`config.mk`:
```
export PLATFORM = sky130hd
export DESIGN_NAME = slp_clkgate_ctrl
export DESIGN_NICKNAME = d
export VERILOG_FILES = /design/src/rtl/slp_pkg.sv /design/src/rtl/slp_wake_mask.sv /design/src/rtl/slp_start_timer.sv /design/src/rtl/slp_clk_decode.sv /design/src/rtl/slp_clkgate_ctrl.sv
export SDC_FILE = /design/constraint.sdc
export NUM_CORES = 1
export LEC_CHECK = 0
export ABC_AREA = 1
export BUFFER_PORTS_ARGS = -buffer_cell sky130_fd_sc_hd__clkbuf_2
export CORE_MARGIN = 2
export CORE_UTILIZATION = 50
export CTS_BUF_LIST = sky130_fd_sc_hd__clkbuf_2
export CTS_CLUSTER_SIZE = 10
export DETAILED_ROUTE_END_ITERATION = 16
export PLACE_DENSITY = 0.79
export RECOVER_POWER = 25
export SLEW_MARGIN = 20
export SYNTH_ARGS = -nofsm -noshare
export SYNTH_HDL_FRONTEND = slang
export SYNTH_SLANG_ARGS = --single-unit
export TNS_END_PERCENT = 30
```
`constraint.sdc`:
```
create_clock -name clk -period 2.7 [get_ports clk]
set_input_delay 0.675 -clock clk [delete_from_list [all_inputs] [get_ports clk]]
set_output_delay 0.675 -clock clk [all_outputs]
set_load 0.01 [all_outputs]
```
`src/rtl/slp_pkg.sv`:
```
package slp_pkg;
    typedef enum logic [2:0] {
        ST_RUN   = 3'd0,
        ST_IDLE  = 3'd1,
        ST_ADCNR = 3'd2,
        ST_PDOWN = 3'd3,
        ST_PSAVE = 3'd4,
        ST_START = 3'd5
    } slp_state_e;

    localparam int WAKE_W  = 8;
    localparam int WK_ANY  = 0;
    localparam int WK_RST  = 1;
    localparam int WK_ADDR = 2;
    localparam int WK_EXTE = 3;
    localparam int WK_EXTL = 4;
    localparam int WK_ADC  = 5;
    localparam int WK_T0   = 6;
    localparam int WK_NVM  = 7;

    localparam logic [WAKE_W-1:0] MASK_IDLE  = '1;
    localparam logic [WAKE_W-1:0] MASK_ADCNR = ~(WAKE_W'(1) << WK_ANY);
    localparam logic [WAKE_W-1:0] MASK_DEEP  = (WAKE_W'(1) << WK_RST) | (WAKE_W'(1) << WK_ADDR)
                                             | (WAKE_W'(1) << WK_EXTE) | (WAKE_W'(1) << WK_EXTL);
    localparam logic [WAKE_W-1:0] MASK_T0    = WAKE_W'(1) << WK_T0;

    localparam logic [2:0] MD_IDLE  = 3'd0;
    localparam logic [2:0] MD_ADCNR = 3'd1;
    localparam logic [2:0] MD_PDOWN = 3'd2;
    localparam logic [2:0] MD_PSAVE = 3'd3;

    typedef struct packed {
        logic cpu;
        logic flash;
        logic io;
        logic adc;
        logic asy;
        logic osc_stop;
    } clk_ctl_t;
endpackage

```
`src/rtl/slp_wake_mask.sv`:
```
module slp_wake_mask
    import slp_pkg::*;
#(
    parameter int LVL_HOLD = 4
) (
    input  logic              clk,
    input  logic              rst_n,
    input  slp_state_e        state,
    input  logic [WAKE_W-1:0] wake_req,
    input  logic              t0_async,
    input  logic              t0_irq_en,
    input  logic              gie,
    output logic              wake_hit
);
    localparam int LVL_W = (LVL_HOLD < 2) ? 1 : $clog2(LVL_HOLD);
    localparam logic [LVL_W-1:0] LVL_MAX = LVL_W'(LVL_HOLD - 1);

    logic              deep;
    logic              lvl_ok;
    logic [LVL_W-1:0]  lvl_cnt;
    logic [WAKE_W-1:0] qual;
    logic [WAKE_W-1:0] mask;

    assign deep = (state == ST_PDOWN) || (state == ST_PSAVE);

    // Consecutive-high counter for the level-only group in deep states
    always_ff @(posedge clk or negedge rst_n) begin
        if (!rst_n) begin
            lvl_cnt <= '0;
        end else if (deep && wake_req[WK_EXTL]) begin
            if (lvl_cnt != LVL_MAX) lvl_cnt <= lvl_cnt + 1'b1;
        end else begin
            lvl_cnt <= '0;
        end
    end

    assign lvl_ok = wake_req[WK_EXTL] && (lvl_cnt == LVL_MAX);

    for (genvar b = 0; b < WAKE_W; b++) begin : g_qual
        if (b == WK_EXTL) begin : g_lvl
            assign qual[b] = deep ? lvl_ok : wake_req[b];
        end else begin : g_plain
            assign qual[b] = wake_req[b];
        end
    end

    always_comb begin
        unique case (state)
            ST_IDLE:  mask = MASK_IDLE;
            ST_ADCNR: mask = MASK_ADCNR;
            ST_PDOWN: mask = MASK_DEEP;
            ST_PSAVE: mask = MASK_DEEP | ((t0_async && t0_irq_en && gie) ? MASK_T0 : '0);
            default:  mask = '0;
        endcase
    end

    assign wake_hit = |(qual & mask);
endmodule

```
`src/rtl/slp_start_timer.sv`:
```
module slp_start_timer #(
    parameter int CNT_W = 8
) (
    input  logic             clk,
    input  logic             rst_n,
    input  logic             load,
    input  logic [CNT_W-1:0] load_val,
    input  logic             active,
    output logic             done
);
    logic [CNT_W-1:0] cnt;

    always_ff @(posedge clk or negedge rst_n) begin
        if (!rst_n) begin
            cnt <= '0;
        end else if (load) begin
            cnt <= load_val;
        end else if (active && (cnt != '0)) begin
            cnt <= cnt - 1'b1;
        end
    end

    assign done = (cnt == '0);
endmodule

```
`src/rtl/slp_clk_decode.sv`:
```
module slp_clk_decode
    import slp_pkg::*;
(
    input  slp_state_e state,
    input  logic       keep_asy,
    output clk_ctl_t   ctl
);
    always_comb begin
        unique case (state)
            ST_RUN:   ctl = '{cpu:1'b1, flash:1'b1, io:1'b1, adc:1'b1, asy:1'b1, osc_stop:1'b0};
            ST_IDLE:  ctl = '{cpu:1'b0, flash:1'b0, io:1'b1, adc:1'b1, asy:1'b1, osc_stop:1'b0};
            ST_ADCNR: ctl = '{cpu:1'b0, flash:1'b0, io:1'b0, adc:1'b1, asy:1'b1, osc_stop:1'b0};
            ST_PDOWN: ctl = '{cpu:1'b0, flash:1'b0, io:1'b0, adc:1'b0, asy:1'b0, osc_stop:1'b1};
            ST_PSAVE: ctl = '{cpu:1'b0, flash:1'b0, io:1'b0, adc:1'b0, asy:1'b1, osc_stop:1'b1};
            ST_START: ctl = '{cpu:1'b0, flash:1'b0, io:1'b0, adc:1'b0, asy:keep_asy, osc_stop:1'b0};
            default:  ctl = '{cpu:1'b1, flash:1'b1, io:1'b1, adc:1'b1, asy:1'b1, osc_stop:1'b0};
        endcase
    end
endmodule

```
`src/rtl/slp_clkgate_ctrl.sv`:
```
module slp_clkgate_ctrl
    import slp_pkg::*;
#(
    parameter int CNT_W    = 8,
    parameter int LVL_HOLD = 4
) (
    input  logic             clk,
    input  logic             rst_n,
    input  logic             sleep_en,
    input  logic             sleep_req,
    input  logic [2:0]       mode,
    input  logic             adc_en,
    input  logic             t0_async,
    input  logic             t0_irq_en,
    input  logic             gie,
    input  logic [7:0]       wake_req,
    input  logic [CNT_W-1:0] startup_cnt,
    output logic             cpu_clk_en,
    output logic             flash_clk_en,
    output logic             io_clk_en,
    output logic             adc_clk_en,
    output logic             asy_clk_en,
    output logic             osc_stop,
    output logic             adc_start,
    output logic [2:0]       state_o
);
    slp_state_e state_q, state_d;
    logic       wake_hit;
    logic       tmr_done;
    logic       deep;
    logic       keep_asy;
    logic       accept;
    clk_ctl_t   ctl;

    assign deep   = (state_q == ST_PDOWN) || (state_q == ST_PSAVE);
    assign accept = (state_q == ST_RUN) && sleep_req && sleep_en;

    slp_wake_mask #(.LVL_HOLD(LVL_HOLD)) u_mask (
        .clk       (clk),
        .rst_n     (rst_n),
        .state     (state_q),
        .wake_req  (wake_req),
        .t0_async  (t0_async),
        .t0_irq_en (t0_irq_en),
        .gie       (gie),
        .wake_hit  (wake_hit)
    );

    slp_start_timer #(.CNT_W(CNT_W)) u_tmr (
        .clk      (clk),
        .rst_n    (rst_n),
        .load     (deep && wake_hit),
        .load_val (startup_cnt),
        .active   (state_q == ST_START),
        .done     (tmr_done)
    );

    slp_clk_decode u_dec (
        .state    (state_q),
        .keep_asy (keep_asy),
        .ctl      (ctl)
    );

    // State register
    always_ff @(posedge clk or negedge rst_n) begin
        if (!rst_n) state_q <= ST_RUN;
        else        state_q <= state_d;
    end

    // Next-state logic
    always_comb begin
        state_d = state_q;
        unique case (state_q)
            ST_RUN: begin
                if (accept) begin
                    unique case (mode)
                        MD_IDLE:  state_d = ST_IDLE;
                        MD_ADCNR: state_d = ST_ADCNR;
                        MD_PDOWN: state_d = ST_PDOWN;
                        MD_PSAVE: state_d = ST_PSAVE;
                        default:  state_d = ST_RUN;
                    endcase
                end
            end
            ST_IDLE, ST_ADCNR: if (wake_hit) state_d = ST_RUN;
            ST_PDOWN, ST_PSAVE: if (wake_hit) state_d = ST_START;
            ST_START: if (tmr_done) state_d = ST_RUN;
            default: state_d = ST_RUN;
        endcase
    end

    // Registered side outputs
    always_ff @(posedge clk or negedge rst_n) begin
        if (!rst_n) begin
            adc_start <= 1'b0;
            keep_asy  <= 1'b0;
        end else begin
            adc_start <= accept && (mode[2:1] == 2'b00) && adc_en;
            if (deep && wake_hit) keep_asy <= (state_q == ST_PSAVE);
        end
    end

    assign cpu_clk_en   = ctl.cpu;
    assign flash_clk_en = ctl.flash;
    assign io_clk_en    = ctl.io;
    assign adc_clk_en   = ctl.adc;
    assign asy_clk_en   = ctl.asy;
    assign osc_stop     = ctl.osc_stop;
    assign state_o      = state_q;
endmodule

```
==> impl_summary.log <==
[metrics] status: finished clean
[metrics] number of nets still failing antenna checks after routing: 0
[metrics] initial detailed-routing violation count: 22
[metrics] DR vias: around 1,100
[metrics] worst path required time: about 2000 ps
[metrics] maximum clock insertion buffer count: 2
[metrics] initial antenna violation count: 0
[metrics] Slew Limit Headroom: a little over two fifths
[metrics] number of buffers added by the clock tree synthesis step: 3
[metrics] non-filler cells in the finished layout: 224
[metrics] largest net degree at the start of global routing: 16
[metrics] Fin Clk Skew: about 3.9 ps
[metrics] dominant cells by area after synthesis: sky130_fd_sc_hd__dfrtp_1, sky130_fd_sc_hd__nand2_1, sky130_fd_sc_hd__nand3_1
[metrics] clock slew seen by the registers of the worst setup and hold paths: about 160 ps
[metrics] area of the die: 2680 sq um
[metrics] total iterations of the first detailed-routing run: 4
[metrics] GR Util All Layers: between 20% and 30%
[metrics] Syn Area/Cell: 7.21 sq um
[metrics] Yosys cell types: 23
[metrics] share of the clock period used by the worst path: 81.3%
[metrics] Post-Synthesis Cell Area: ~1100 sq um
[metrics] worst-margin pin slew: about 860 ps
[metrics] total grt overflow: 0
[metrics] vias per cell: 5.08
[metrics] maximum capacitance violations: 0
[metrics] HPWL after detailed placement: roughly 2.1 mm
[metrics] final slew viol count: 0
[metrics] instance count of the mapped netlist: about 160
[metrics] number of levels in the clock H-tree: 1
[metrics] core utilization of the finished layout: 62.0%
[metrics] number of DRC violations after detailed routing: 0
[metrics] die height: 51.7 microns
[metrics] clock tree from TritonCTS: yes
[metrics] synth warn: 0
[metrics] path type of the worst setup path: register to output pin
[metrics] total core area: 2190 sq um
[metrics] worst hold slack: between 400 and 500 ps
[metrics] I/O pin count: 37
[metrics] number of nets in the synthesized netlist: around 190
[metrics] cell at the root of the clock tree: sky130_fd_sc_hd__clkbuf_2
[metrics] final setup violation count: 0
[metrics] number of nets in the layout: 227
[metrics] count of hold-fix buffers inserted at cts: 0
[metrics] routed wirelength normalized by instance count: about 12 microns
[metrics] power density relative to cell area: 1010 nW/um^2
[metrics] PortBufs: 36
[metrics] total inserted antenna cells: 0
[metrics] Area growth, synth to finish: 19.2%
[metrics] setup repair after global routing missed its margin: no
[metrics] effective utilization at floorplan: 52.0%
[metrics] clock latency of the later-clocked register in the worst-skew pair: a little over 300 ps
[metrics] synthesis-stage register bit count: 15
[metrics] number of global-route vias before repair: 1,125
[metrics] share of the synthesized area in the top cell type: between 30% and 40%
[metrics] floorplan row count: 17
[metrics] CP arrival: around 1500 ps
[metrics] upper clock frequency limit: 0.456 GHz
[metrics] gpl congestion: between 0.8 and 0.9
[metrics] share of synthesized area occupied by flip-flops and latches: between 30% and 40%
[metrics] hold violation count in the final report: 0
[metrics] Resized cells post-CTS: 0
[metrics] leak pwr: just under 0.8 nW
[metrics] first-pass GRT wire length: 4.59 mm
[metrics] Crit. End Element: output pin
[metrics] layout cell share with drive strength beyond 1: a little under a third
[metrics] final-layout setup total negative slack: 0 ps
[metrics] TritonCTS Sinks: 15
[metrics] wire length after detailed routing: 2.64 mm
[metrics] worst hold path class: input port to async pin
[metrics] Worst Path Max Fanout: 7
[metrics] worst reg-to-reg path cell count: 11
[metrics] worst vdd ir: between 0.0006 and 0.0007 V
[metrics] Cell Count Post-Placement: 220
[metrics] die width: approximately 52 microns
[metrics] library cell occupying the most area in the post-synthesis netlist: sky130_fd_sc_hd__dfrtp_1
[metrics] Setup crit start kind: register
[metrics] fill cell instance count of the final layout: between 200 and 250
[metrics] setup fix buffers added after clock tree synthesis: 0
[metrics] min Tclk post-route: roughly 2200 ps
==> metrics by stage <==
step / setup WS (ps) / total power [mW] / area [sq um]
floorplan: 705 / 1.05 / 1140
global placement: 962 / 1.22 / 1340
detailed placement: 885 / 1.25 / 1340
CTS: 507 / 1.39 / 1360
global route: 395 / 1.52 / 1360
finish: 506 / 1.38 / 1360
==> power by group <==
part / internal (mW) / total (mW) / switching [mW] / leakage, nW
clock: 0.0392 / 0.123 / 0.0842 / 0.0166
combinational: 0.322 / 0.857 / 0.536 / 0.560
sequential: 0.310 / 0.398 / 0.0885 / 0.193
==> critical path: stages (launching register included) <==
cell and delay, ps:
sky130_fd_sc_hd__dfrtp_1 490, sky130_fd_sc_hd__inv_1 170, sky130_fd_sc_hd__nor2_1 60, sky130_fd_sc_hd__nor2_1 140
sky130_fd_sc_hd__inv_1 70, sky130_fd_sc_hd__nor2_1 120, sky130_fd_sc_hd__clkbuf_2 160
==> cells in the final DEF, fill, tap and decap left out, types with 2 or more instances in the layout <==
cell	n
sky130_fd_sc_hd__a21oi_1	3
sky130_fd_sc_hd__clkbuf_2	39
sky130_fd_sc_hd__dfrtp_1	15
sky130_fd_sc_hd__ha_1	3
sky130_fd_sc_hd__inv_1	19
sky130_fd_sc_hd__inv_2	3
sky130_fd_sc_hd__nand2_1	33
sky130_fd_sc_hd__nand2_2	4
sky130_fd_sc_hd__nand2_4	5
sky130_fd_sc_hd__nand3_1	20
sky130_fd_sc_hd__nand3_2	2
sky130_fd_sc_hd__nand4_1	5
sky130_fd_sc_hd__nor2_1	20
sky130_fd_sc_hd__nor2_2	2
sky130_fd_sc_hd__nor2_4	2
sky130_fd_sc_hd__o211ai_1	4
sky130_fd_sc_hd__o211ai_2	2
sky130_fd_sc_hd__o21ai_0	6
sky130_fd_sc_hd__xor2_1	4
==> synthesized netlist by cell type <==
cell	n
sky130_fd_sc_hd__nor2_1	20
sky130_fd_sc_hd__nand4_1	5
sky130_fd_sc_hd__o21ai_0	6
sky130_fd_sc_hd__nand3_2	2
sky130_fd_sc_hd__nand2_1	33
sky130_fd_sc_hd__inv_4	1
sky130_fd_sc_hd__o21ai_1	1
sky130_fd_sc_hd__o211ai_1	4
sky130_fd_sc_hd__or2_4	1
sky130_fd_sc_hd__a21oi_1	3
sky130_fd_sc_hd__dfrtp_1	15
sky130_fd_sc_hd__inv_1	19
sky130_fd_sc_hd__o211ai_2	2
sky130_fd_sc_hd__buf_4	2
sky130_fd_sc_hd__nand3_1	20
sky130_fd_sc_hd__xor2_1	4
sky130_fd_sc_hd__nor2_2	2
sky130_fd_sc_hd__nor3b_1	1
sky130_fd_sc_hd__nor2_4	2
sky130_fd_sc_hd__inv_2	3
sky130_fd_sc_hd__nand2_2	4
sky130_fd_sc_hd__ha_1	3
sky130_fd_sc_hd__nand2_4	5
==> flip-flops by register name, indices dropped and copies added (netlist names) <==
name,flops
u_tmr.cnt,8
state_o,3
u_mask.lvl_cnt,2
adc_start,1
keep_asy,1
==> final cells by class <==
type | count | area (sq um) | share of cell area, %
clock buffers | 4 | 20.0 | 1.47
inverters | 23 | 88.8 | 6.54
flip-flops and latches | 15 | 375 | 27.6
multi-input cells | 118 | 661 | 48.6
well taps | 28 | 35.0 | 2.58
repair buffers | 36 | 179 | 13.2
==> worst paths after layout <==
path,endpoint,slack [ps],startpoint
setup / recovery,cpu_clk_en,510,state_o[1]$_DFFE_PN0P_
hold / removal,u_tmr.cnt[6]$_DFFE_PN0P_,420,rst_n
setup reg to reg,state_o[2]$_DFFE_PN0P_,930,u_tmr.cnt[0]$_DFFE_PN0P_
hold reg to reg,keep_asy$_DFFE_PN0P_,530,keep_asy$_DFFE_PN0P_
max in group asynchronous,u_tmr.cnt[7]$_DFFE_PN0P_,1760,rst_n
min in group clk,keep_asy$_DFFE_PN0P_,530,keep_asy$_DFFE_PN0P_
==> cell families after synthesis <==
logic type,synth area share [%]
compound gates,9.22
xor+xnor,3.07
fa+ha+maj,3.29
buf+inv,9.11
flops,32.9
simple gates,42.4
==> per-layer routing <==
metal	global-route usage, %	part of all wire (%)	vias to the layer above
met5	0	0	-
met4	8.33	1.5	0
met3	3.74	4.6	5
met2	40.0	50	25
met1	27.0	44	519
li1	-	-	590
No activity file was read; power rests on OpenSTA's default activity.
